==> src/rtl/da_dot_pkg.sv <==
package da_dot_pkg;

  typedef enum logic {
    ST_IDLE = 1'b0,
    ST_RUN  = 1'b1
  } seq_state_e;

  // Width of one table word: a sum of K coefficients with +1/-1 weights.
  function automatic int term_width(input int k, input int cw);
    return cw + $clog2(k) + 1;
  endfunction

  // Width of the accumulator and result.
  function automatic int acc_width(input int k, input int n, input int cw);
    return term_width(k, cw) + n;
  endfunction

endpackage

==> src/rtl/da_coef_rom.sv <==
module da_coef_rom #(
  parameter int K  = 4,
  parameter int CW = 10,
  parameter logic [K*CW-1:0] COEF_VEC = '0,
  parameter int TW = 13
) (
  input  logic [K-2:0]          addr,
  output logic signed [TW-1:0]  word
);

  localparam int DEPTH = 1 << (K-1);

  // Entry for digit of input 0 fixed at +1; address bit (k-1) gives the digit of input k.
  function automatic logic signed [TW-1:0] entry_value(input int a);
    logic signed [TW-1:0] s;
    logic signed [CW-1:0] c;
    c = $signed(COEF_VEC[CW-1:0]);
    s = {{(TW-CW){c[CW-1]}}, c};
    for (int k = 1; k < K; k++) begin
      c = $signed(COEF_VEC[k*CW +: CW]);
      if (((a >> (k-1)) & 1) == 1) s = s + {{(TW-CW){c[CW-1]}}, c};
      else                         s = s - {{(TW-CW){c[CW-1]}}, c};
    end
    return s;
  endfunction

  logic signed [TW-1:0] table_w [DEPTH];

  for (genvar i = 0; i < DEPTH; i++) begin : g_entry
    localparam logic signed [TW-1:0] VAL = entry_value(i);
    assign table_w[i] = VAL;
  end

  assign word = table_w[addr];

endmodule

==> src/rtl/da_plane_sel.sv <==
module da_plane_sel #(
  parameter int K = 4
) (
  input  logic [K-1:0] plane_bits,
  input  logic         sign_plane,
  output logic [K-2:0] addr,
  output logic         sub
);

  logic [K-1:0] eff;

  always_comb begin
    // The sign position carries negative weight: flip every digit there.
    eff  = plane_bits ^ {K{sign_plane}};
    sub  = ~eff[0];
    addr = sub ? ~eff[K-1:1] : eff[K-1:1];
  end

endmodule

==> src/rtl/da_shift_acc.sv <==
module da_shift_acc #(
  parameter int AW = 25,
  parameter int TW = 13,
  parameter int N  = 12,
  parameter logic signed [AW-1:0] INIT = '0
) (
  input  logic                  clk,
  input  logic                  rst_n,
  input  logic                  load,
  input  logic                  step,
  input  logic                  sub,
  input  logic signed [TW-1:0]  word,
  output logic signed [AW-1:0]  acc_next
);

  logic signed [AW-1:0] acc_q;
  logic signed [AW-1:0] w_ext;
  logic signed [AW-1:0] term;
  logic signed [AW-1:0] sum;

  always_comb begin
    w_ext    = {{(AW-TW){word[TW-1]}}, word};
    term     = sub ? -w_ext : w_ext;
    sum      = acc_q + (term <<< (N-1));
    acc_next = sum >>> 1;
  end

  always_ff @(posedge clk or negedge rst_n) begin
    if (!rst_n)      acc_q <= '0;
    else if (load)   acc_q <= INIT;
    else if (step)   acc_q <= acc_next;
  end

endmodule

==> src/rtl/da_seq_ctrl.sv <==
module da_seq_ctrl #(
  parameter int N = 12
) (
  input  logic clk,
  input  logic rst_n,
  input  logic start,
  output logic load,
  output logic step,
  output logic sign_plane,
  output logic finish,
  output logic done
);
  import da_dot_pkg::*;

  localparam int CNTW = (N > 1) ? $clog2(N) : 1;

  seq_state_e      state_q;
  logic [CNTW-1:0] cnt_q;

  always_comb begin
    load       = start && (state_q == ST_IDLE);
    step       = (state_q == ST_RUN);
    sign_plane = (cnt_q == CNTW'(N-1));
    finish     = step && sign_plane;
  end

  always_ff @(posedge clk or negedge rst_n) begin
    if (!rst_n) begin
      state_q <= ST_IDLE;
      cnt_q   <= '0;
      done    <= 1'b0;
    end else begin
      done <= finish;
      if (load) begin
        state_q <= ST_RUN;
        cnt_q   <= '0;
      end else if (step) begin
        if (sign_plane) state_q <= ST_IDLE;
        cnt_q <= cnt_q + 1'b1;
      end
    end
  end

endmodule

==> src/rtl/offset_da_dot.sv <==
module offset_da_dot #(
  parameter int K  = 4,
  parameter int N  = 12,
  parameter int CW = 10,
  parameter logic [K*CW-1:0] COEF_VEC = {10'(-512), 10'(511), 10'(-37), 10'(100)},
  localparam int TW = da_dot_pkg::term_width(K, CW),
  localparam int AW = da_dot_pkg::acc_width(K, N, CW)
) (
  input  logic                 clk,
  input  logic                 rst_n,
  input  logic                 start,
  input  logic [K*N-1:0]       x_in,
  output logic                 done,
  output logic signed [AW-1:0] result
);

  function automatic logic signed [AW-1:0] coef_total();
    logic signed [AW-1:0] s;
    logic signed [CW-1:0] c;
    s = '0;
    for (int k = 0; k < K; k++) begin
      c = $signed(COEF_VEC[k*CW +: CW]);
      s = s + {{(AW-CW){c[CW-1]}}, c};
    end
    return s;
  endfunction

  // Offset term: minus the coefficient sum, pre-scaled so that N halvings land it at weight 1/2.
  localparam logic signed [AW-1:0] INIT = -(coef_total() <<< (N-1));

  logic                  load, step, sign_plane, finish;
  logic [K-1:0]          plane_bits;
  logic [K-2:0]          addr;
  logic                  sub;
  logic signed [TW-1:0]  word;
  logic signed [AW-1:0]  acc_next;

  da_seq_ctrl #(.N(N)) ctrl_i (
    .clk(clk), .rst_n(rst_n), .start(start),
    .load(load), .step(step), .sign_plane(sign_plane),
    .finish(finish), .done(done)
  );

  for (genvar k = 0; k < K; k++) begin : g_lane
    logic [N-1:0] sh_q;
    always_ff @(posedge clk or negedge rst_n) begin
      if (!rst_n)    sh_q <= '0;
      else if (load) sh_q <= x_in[k*N +: N];
      else if (step) sh_q <= sh_q >> 1;
    end
    assign plane_bits[k] = sh_q[0];
  end

  da_plane_sel #(.K(K)) sel_i (
    .plane_bits(plane_bits), .sign_plane(sign_plane),
    .addr(addr), .sub(sub)
  );

  da_coef_rom #(.K(K), .CW(CW), .COEF_VEC(COEF_VEC), .TW(TW)) rom_i (
    .addr(addr), .word(word)
  );

  da_shift_acc #(.AW(AW), .TW(TW), .N(N), .INIT(INIT)) acc_i (
    .clk(clk), .rst_n(rst_n), .load(load), .step(step),
    .sub(sub), .word(word), .acc_next(acc_next)
  );

  always_ff @(posedge clk or negedge rst_n) begin
    if (!rst_n)      result <= '0;
    else if (finish) result <= acc_next;
  end

endmodule

==> config.mk <==
export PLATFORM = sky130hd
export DESIGN_NAME = offset_da_dot
export DESIGN_NICKNAME = d
export VERILOG_FILES = /design/src/rtl/da_dot_pkg.sv /design/src/rtl/da_coef_rom.sv /design/src/rtl/da_plane_sel.sv /design/src/rtl/da_shift_acc.sv /design/src/rtl/da_seq_ctrl.sv /design/src/rtl/offset_da_dot.sv
export SDC_FILE = /design/constraint.sdc
export NUM_CORES = 1
export LEC_CHECK = 0
export BUFFER_PORTS_ARGS = -buffer_cell sky130_fd_sc_hd__clkbuf_2
export CAP_MARGIN = 5
export CORE_UTILIZATION = 32
export DETAILED_ROUTE_END_ITERATION = 6
export SETUP_SLACK_MARGIN = 0.1
export SLEW_MARGIN = 0
export SYNTH_ARGS = -nofsm -noshare
export SYNTH_HDL_FRONTEND = slang
export SYNTH_SLANG_ARGS = --single-unit
==> constraint.sdc <==
create_clock -name clk -period 2.8 [get_ports clk]
set_input_delay 0.14 -clock clk [delete_from_list [all_inputs] [get_ports clk]]
set_output_delay 0.14 -clock clk [all_outputs]
set_load 0.02 [all_outputs]
* Yosys cells after proc, flatten, opt, wreduce, memory -nomap -nowiden
Memories as Yosys holds them, arrays and structs flattened.
Index checks and enable logic that the tools add are counted.
Widths: inputs -> output; s select.
** Cells by class
- Bitwise operators :: 4
- Reduce and logical (&&, ||, !) cells :: 3
- $lt $le $gt $ge :: 1
- Multiplexer cells :: 19
- Eq/ne operators :: 1
- Add/subtract/negate cells :: 3
** Operators by type and width (number)
- $mux 12 :: 8
- $mux 25 :: 2
- $mux 13 :: 2
- $add 25x25->25 :: 1
- $mux 14 :: 1
- $neg 13->14 :: 1
- $mux 4 :: 2
- $add 4x1->4 const B :: 1
- $eq 4x4->1 const B :: 1
- $ge 4x4->1 const B :: 1
- $not 3->4 :: 1
- $xor 4x4->4 :: 1
- $mux 1 :: 3
- $mux 3 :: 1
- $not 3->3 :: 1
- $logic_and 1x1->1 :: 2
- $reduce_bool 2->1 :: 1
- $not 1->1 :: 1
** Storage, ports and cells
- Bits of input ports :: 51
- Memories kept :: 1
- Word-level logic and storage cells :: 41
- Memory bits (read-only) :: 104
- Output and inout port bits :: 26
- Register bits after elaboration :: 103
** Memories
- (name not given) :: words 8, width 13, rd ports 1, clocked after Yosys merged registers in 0, wr ports 0, line da_coef_rom.sv:34 : assign word = table_w[addr];

* Longest topological paths before layout
- Depth in word-level cells :: 13
- Gate-level depth with buffers :: 12
- Mapped depth without buffers :: 11

* Hierarchy
A second synthesis with hierarchy kept.
** Unflattened totals
- Cells, all modules :: 526
- Area, all modules :: 5577.8 um2
** Modules (own cells, without submodules)
- offset_da_dot :: instances 1, area an instance 3148.0 um2, cells an instance 261, sequential area each 1826.8 um2
- da_shift_acc :: instances 1, area an instance 1979.4 um2, cells an instance 219, sequential area each 575.6 um2
- da_seq_ctrl :: instances 1, area an instance 254.0 um2, cells an instance 20, sequential area each 150.1 um2
- da_coef_rom :: instances 1, area an instance 156.4 um2, cells an instance 21, sequential area each 0.0 um2
- da_plane_sel :: instances 1, area an instance 40.0 um2, cells an instance 5, sequential area each 0.0 um2

* Worst setup path after synthesis
No wires, ideal clock.
- Path type :: register to register
- From :: register ctrl_i.cnt_q[0]
- To :: register result[21]
- Cell stages (with the launch flop) :: 13
- Setup time :: 131 ps
- Data required time :: 2669 ps
- Arrival :: 2694 ps
- Setup slack :: -25 ps
- Clock period less this slack :: 2825 ps
- Buffers on the path :: 1
- Cell sequence :: dfrtp_1 > ha_1 > nand3b_1 > buf_2 > or3_1 > nand2_1 > inv_1 > fa_1 > nand2b_1 > a21oi_2 > a31oi_4 > and4_1 > or3_1
** On the way
- Cells in the longest elaborated chain, start to end :: 11
- Elaborated cells between the ends (all ways) :: 12
- Those cells by class :: add/sub: 2; eq/ne: 1; mux: 4; bitwise: 3; reduce/logical: 1; memory: 1
** Ends and longest elaborated chain
- start, declared :: line da_seq_ctrl.sv:18 : logic [CNTW-1:0] cnt_q;
- start signal, assigned :: line da_seq_ctrl.sv:39 : cnt_q <= cnt_q + 1'b1;
- $eq 4x4->1 (*) :: line da_seq_ctrl.sv:23 : sign_plane = (cnt_q == CNTW'(N-1));
- $xor 4x4->4 :: line da_plane_sel.sv:14 : eff = plane_bits ^ {K{sign_plane}};
- $not 3->3 :: line da_plane_sel.sv:16 : addr = sub ? ~eff[K-1:1] : eff[K-1:1];
- $mux 3 :: line da_plane_sel.sv:16
- $not 3->4 (not written as such) :: line da_coef_rom.sv:34
- $mem_v2 8x13
- $mux 13 (not written as such) (2 in a row) :: line da_coef_rom.sv:34
- $neg 13->14 :: line da_shift_acc.sv:23 : term = sub ? -w_ext : w_ext;
- $mux 14 :: line da_shift_acc.sv:23
- $add 25x25->25 :: line da_shift_acc.sv:24 : sum = acc_q + (term <<< (N-1));
- end signal, assigned :: line offset_da_dot.sv:70 : else if (finish) result <= acc_next;
- end, declared :: line offset_da_dot.sv:14 : output logic signed [AW-1:0] result
Every way passes the cells marked *; elsewhere a longest branch is shown, timed or not. The select of a mux whose other input is x is not followed.
A chain may end at the register's enable or synchronous reset.

* Worst setup path in the final report
- From :: register ctrl_i.cnt_q[0]
- To :: register acc_i.acc_q[23]
** On the way
- Cells in the longest elaborated chain, start to end :: 13
** Ends and longest elaborated chain
- $eq 4x4->1 (*) :: line da_seq_ctrl.sv:23
- $xor 4x4->4 (*) :: line da_plane_sel.sv:14
- $not 3->3 :: line da_plane_sel.sv:16
- $mux 3 :: line da_plane_sel.sv:16
- $not 3->4 (not written as such) :: line da_coef_rom.sv:34
- $mem_v2 8x13
- $mux 13 (not written as such) (2 in a row) :: line da_coef_rom.sv:34
- $neg 13->14 :: line da_shift_acc.sv:23
- $mux 14 (*) :: line da_shift_acc.sv:23
- $add 25x25->25 (*) :: line da_shift_acc.sv:24
- $mux 25 (*) :: line da_shift_acc.sv:31 : else if (step) acc_q <= acc_next;
- $mux 25 (*) :: line da_shift_acc.sv:30 : else if (load) acc_q <= INIT;
- end signal, assigned :: line da_shift_acc.sv:31
- end, declared :: line da_shift_acc.sv:16 : logic signed [AW-1:0] acc_q;
Marked as above.

==> results.txt <==
The run finished, with violations left. The checks that failed: DRC. After synthesis, the netlist uses 46 different library cells. The static leakage is 2.92 nW. The region available for standard cell placement spans 14700 µm². The share of the Yosys chip area taken by registers is 51.7%. The top-level I/O count came out at 77. Counting every net in the synthesized netlist gives 556.

The maximum number of pins on one net before global-route repair came out at 95. The post-synthesis instance total is 490. After global routing the overflow that remains totals 0.

The path with the worst hold slack has its endpoint at g_lane[2].sh_q[11]$_DFFE_PN0P_. The TritonCTS buffer count came out at 9. The maximum resistive drop on vdd is 508 µV. The H-tree depth is 3. The post-route DRC violation count came out at 5. The die covers 15800 µm². STA classifies the critical path startpoint as a register. The remaining antenna violation count is 0.

The post-detailed-routing wire length came out at 10600 µm. The number of sinks on the clock net came out at 101. The launch point of the worst reg-to-reg path is ctrl_i.cnt_q[0]$_DFFE_PN0P_.

Subtracting the final worst setup slack from the clock period gives 2.67 ns. The minimum setup slack among reg-to-reg paths is 0.13 ns. In this run the critical register-to-register path is captured at acc_i.acc_q[23]$_DFFE_PN0P_. Setup repair after global routing could not meet its margin everywhere. The pre-antenna-repair detailed-routing pass consisted of 6 iterations. The post-detailed-placement half-perimeter wirelength came out at 7090 µm. The initial antenna violation count is 0. The data arrival time of the critical path came out at 2.89 ns. The post-route core utilization came out at 40.8%. The area growth from synthesis to layout is 22.7%.

The total via count in the routed design came out at 3769. The routability congestion estimate came out at 0.801. The total global routing track utilization came out at 14.0%. The number of cells on the worst reg-to-reg path is 12. The final critical path takes up 95.5% of the cycle.

The quantity of I/O buffers inserted on ports came out at 76. The via density per instance came out at 4.95. The number of enable flip-flop cells after synthesis came out at 0.

The startpoint of the most critical hold path is x_in[35]. The final number of max-transition violations is 0. After the last flow step, the layout net total stands at 638.

For the pin with the worst max-slew slack, the measured transition is 0.836 ns. The worst hold path cell count is 3. Across the run, the number of max-cap violations was 0. TritonCTS built the clock tree.

The worst hold margin came out at 0.0494 ns. The critical path required time is 3.01 ns. The most frequently used flop master after synthesis is dfrtp_1. The worst setup path is of the reg2reg kind.

The mean post-synth cell area came out at 9.98 µm². The initial cell density of the core came out at 33.3%. The first-iteration detailed-routing DRC count came out at 156. The clock latency on the worst-skew pair came out at 0.34 ns. The synthesized design contains 101 register bits. The share of cells above drive strength 1 is 24.6%. The count of endpoints failing hold in the final timing report is 0.

Counting flops with an async set or reset pin after synthesis yields a share of 100%. The setup TNS after final layout came out at 0 ns. After floorplanning, the core was divided into 44 placement rows. The wire length per cell is 13.9 µm.

Power spread over the standard cell area amounts to 1350 nW/µm². The path class of the tightest hold or removal check is in2reg. The maximum frequency from static timing analysis is 0.374 GHz. The largest driver fanout on the critical path is 7. Across the routed clock network, the largest skew measured is 0.00995 ns. The root buffer cell chosen for the clock tree is clkbuf_16.

The number of diodes added for antenna fixing came out at 0. The kind of end point of the critical path is a register. The post-synthesis cell area is 4890 µm². The horizontal die dimension came out at 126 µm. The number of global-route vias before repair is 3813.

The vertical die dimension is 126 µm. The relative max-transition margin is 44.2%. During synthesis, Yosys emitted a total of 0 warnings. The setup violation total in the final timing report came out at 0. The longest clock path from root to sink contains 2 buffers.

The wire length of the first global-routing pass came out at 17900 µm. The CTS clock-pin slew for the worst setup and hold paths came out at 0.07 ns.
## critical path: stages, from the launching register on
cell,delay [ns]
dfrtp_1,0.36
ha_2,0.18
nand3b_1,0.16
or3_4,0.42
nand2_4,0.07
inv_2,0.04
fa_2,0.33
nand2b_4,0.16
a21oi_4,0.15
a31oi_4,0.14
buf_4,0.17
o32ai_4,0.27
a211oi_2,0.08
## state kept, by name, indices dropped and copies added (netlist names)
register,cells
acc_i.acc_q,23
ctrl_i.cnt_q,4
ctrl_i.done,1
ctrl_i.step,1
g_lane.sh_q,48
result,24
## cells in the final DEF (no fill, tap or decap), types with 6 or more instances in the layout
cell type and count:
o21ai_1 6, clkbuf_16 9, buf_4 23, xor2_1 8, nor2_1 17, mux2i_1 48, dfrtp_1 100, clkbuf_2 74
a21oi_1 12, o21ai_0 61, nand2_1 108, a22o_1 12, ha_1 12
## cells by family (layout without fill, tap and decap cells)
| logic type | count (synthesis) | in the layout | share of synthesized area, % |
|---|---|---|---|
| AOI/OAI and AO/OA | 119 | 119 | 14.7 |
| xor gates and xnor gates | 16 | 16 | 2.87 |
| adders and majority gates | 16 | 16 | 4.20 |
| buffers and inverters | 38 | 125 | 3.66 |
| DFF | 101 | 101 | 51.7 |
| muxes | 48 | 48 | 9.83 |
| and+or+nand+nor | 152 | 152 | 13.0 |
## cells in the mapped netlist, types with 3 or more instances
master	count	area (µm²)
nor2_1	17	63.8
a31oi_1	4	25.0
nand2b_1	3	18.8
a21oi_1	14	70.1
mux2i_1	48	480
xnor2_1	7	61.3
nor3_1	3	15.0
a22o_1	12	105
xor2_1	9	78.8
nand3_1	5	25.0
inv_1	6	22.5
a211oi_1	3	22.5
or3_1	3	18.8
o211ai_1	3	22.5
nand4_1	3	18.8
buf_2	10	50.1
dfrtp_1	101	2530
ha_1	14	175
nand2_1	109	409
clkbuf_1	18	67.6
o21ai_1	6	30.0
a21o_1	4	30.0
o21ai_0	62	310
## timing repair
item | CTS | global route
buffers inserted | 5 | 8
gates resized for setup | 3 | 18
gates cloned | 0 | 1
setup endpoints to repair | 6 | 14
hold buffers | 1 | 0
endpoints found under the hold margin | 58 | 0
pin swaps | 6 | 22
## area by class of cell
class / instances / area [µm²]
sequential: 101 / 2530
inverter: 7 / 26.3
timing repair buffer: 102 / 594
multi-input combinational: 351 / 2310
fill: 1429 / 8700
clock inverter: 5 / 60.1
clock buffer: 11 / 243
tap: 184 / 230
## through the flow
stage	cells	power (mW)	area (µm²)	setup WS, ns
floorplan	490	5.32	4910	0.113
global placement	730	6.13	5470	0.168
detailed placement	730	6.29	5470	0.0402
CTS	752	7.72	5830	0.143
global route	761	8.76	6000	0.0215
finish	761	8.11	6000	0.125
## per-layer routing
layer	track usage, %	part of all wire [%]
met5	0	0
met4	5.31	1.8
met3	3.55	4.4
met2	23.3	48
met1	17.4	45
## how the worst max path moves through the flow
stage	cells past startpoint	end	start	slack, ns
after detailed placement	11	result[23]$_DFFE_PN0P_	ctrl_i.cnt_q[0]$_DFFE_PN0P_	0.04
after floorplan	12	result[23]$_DFFE_PN0P_	ctrl_i.cnt_q[0]$_DFFE_PN0P_	0.11
final	12	acc_i.acc_q[23]$_DFFE_PN0P_	ctrl_i.cnt_q[0]$_DFFE_PN0P_	0.13
after CTS	12	result[23]$_DFFE_PN0P_	ctrl_i.cnt_q[1]$_DFFE_PN0P_	0.14
after global routing	12	acc_i.acc_q[19]$_DFFE_PN0P_	ctrl_i.cnt_q[0]$_DFFE_PN0P_	0.02
after global placement	10	acc_i.acc_q[20]$_DFFE_PN0P_	ctrl_i.cnt_q[0]$_DFFE_PN0P_	0.17
## where the power goes
group,internal [mW],leakage (nW),switching [mW]
logic,1.87,1.46,2.49
clock network,0.719,0.146,0.539
registers,2.09,1.31,0.406
Power figures use the tool's default switching activity.
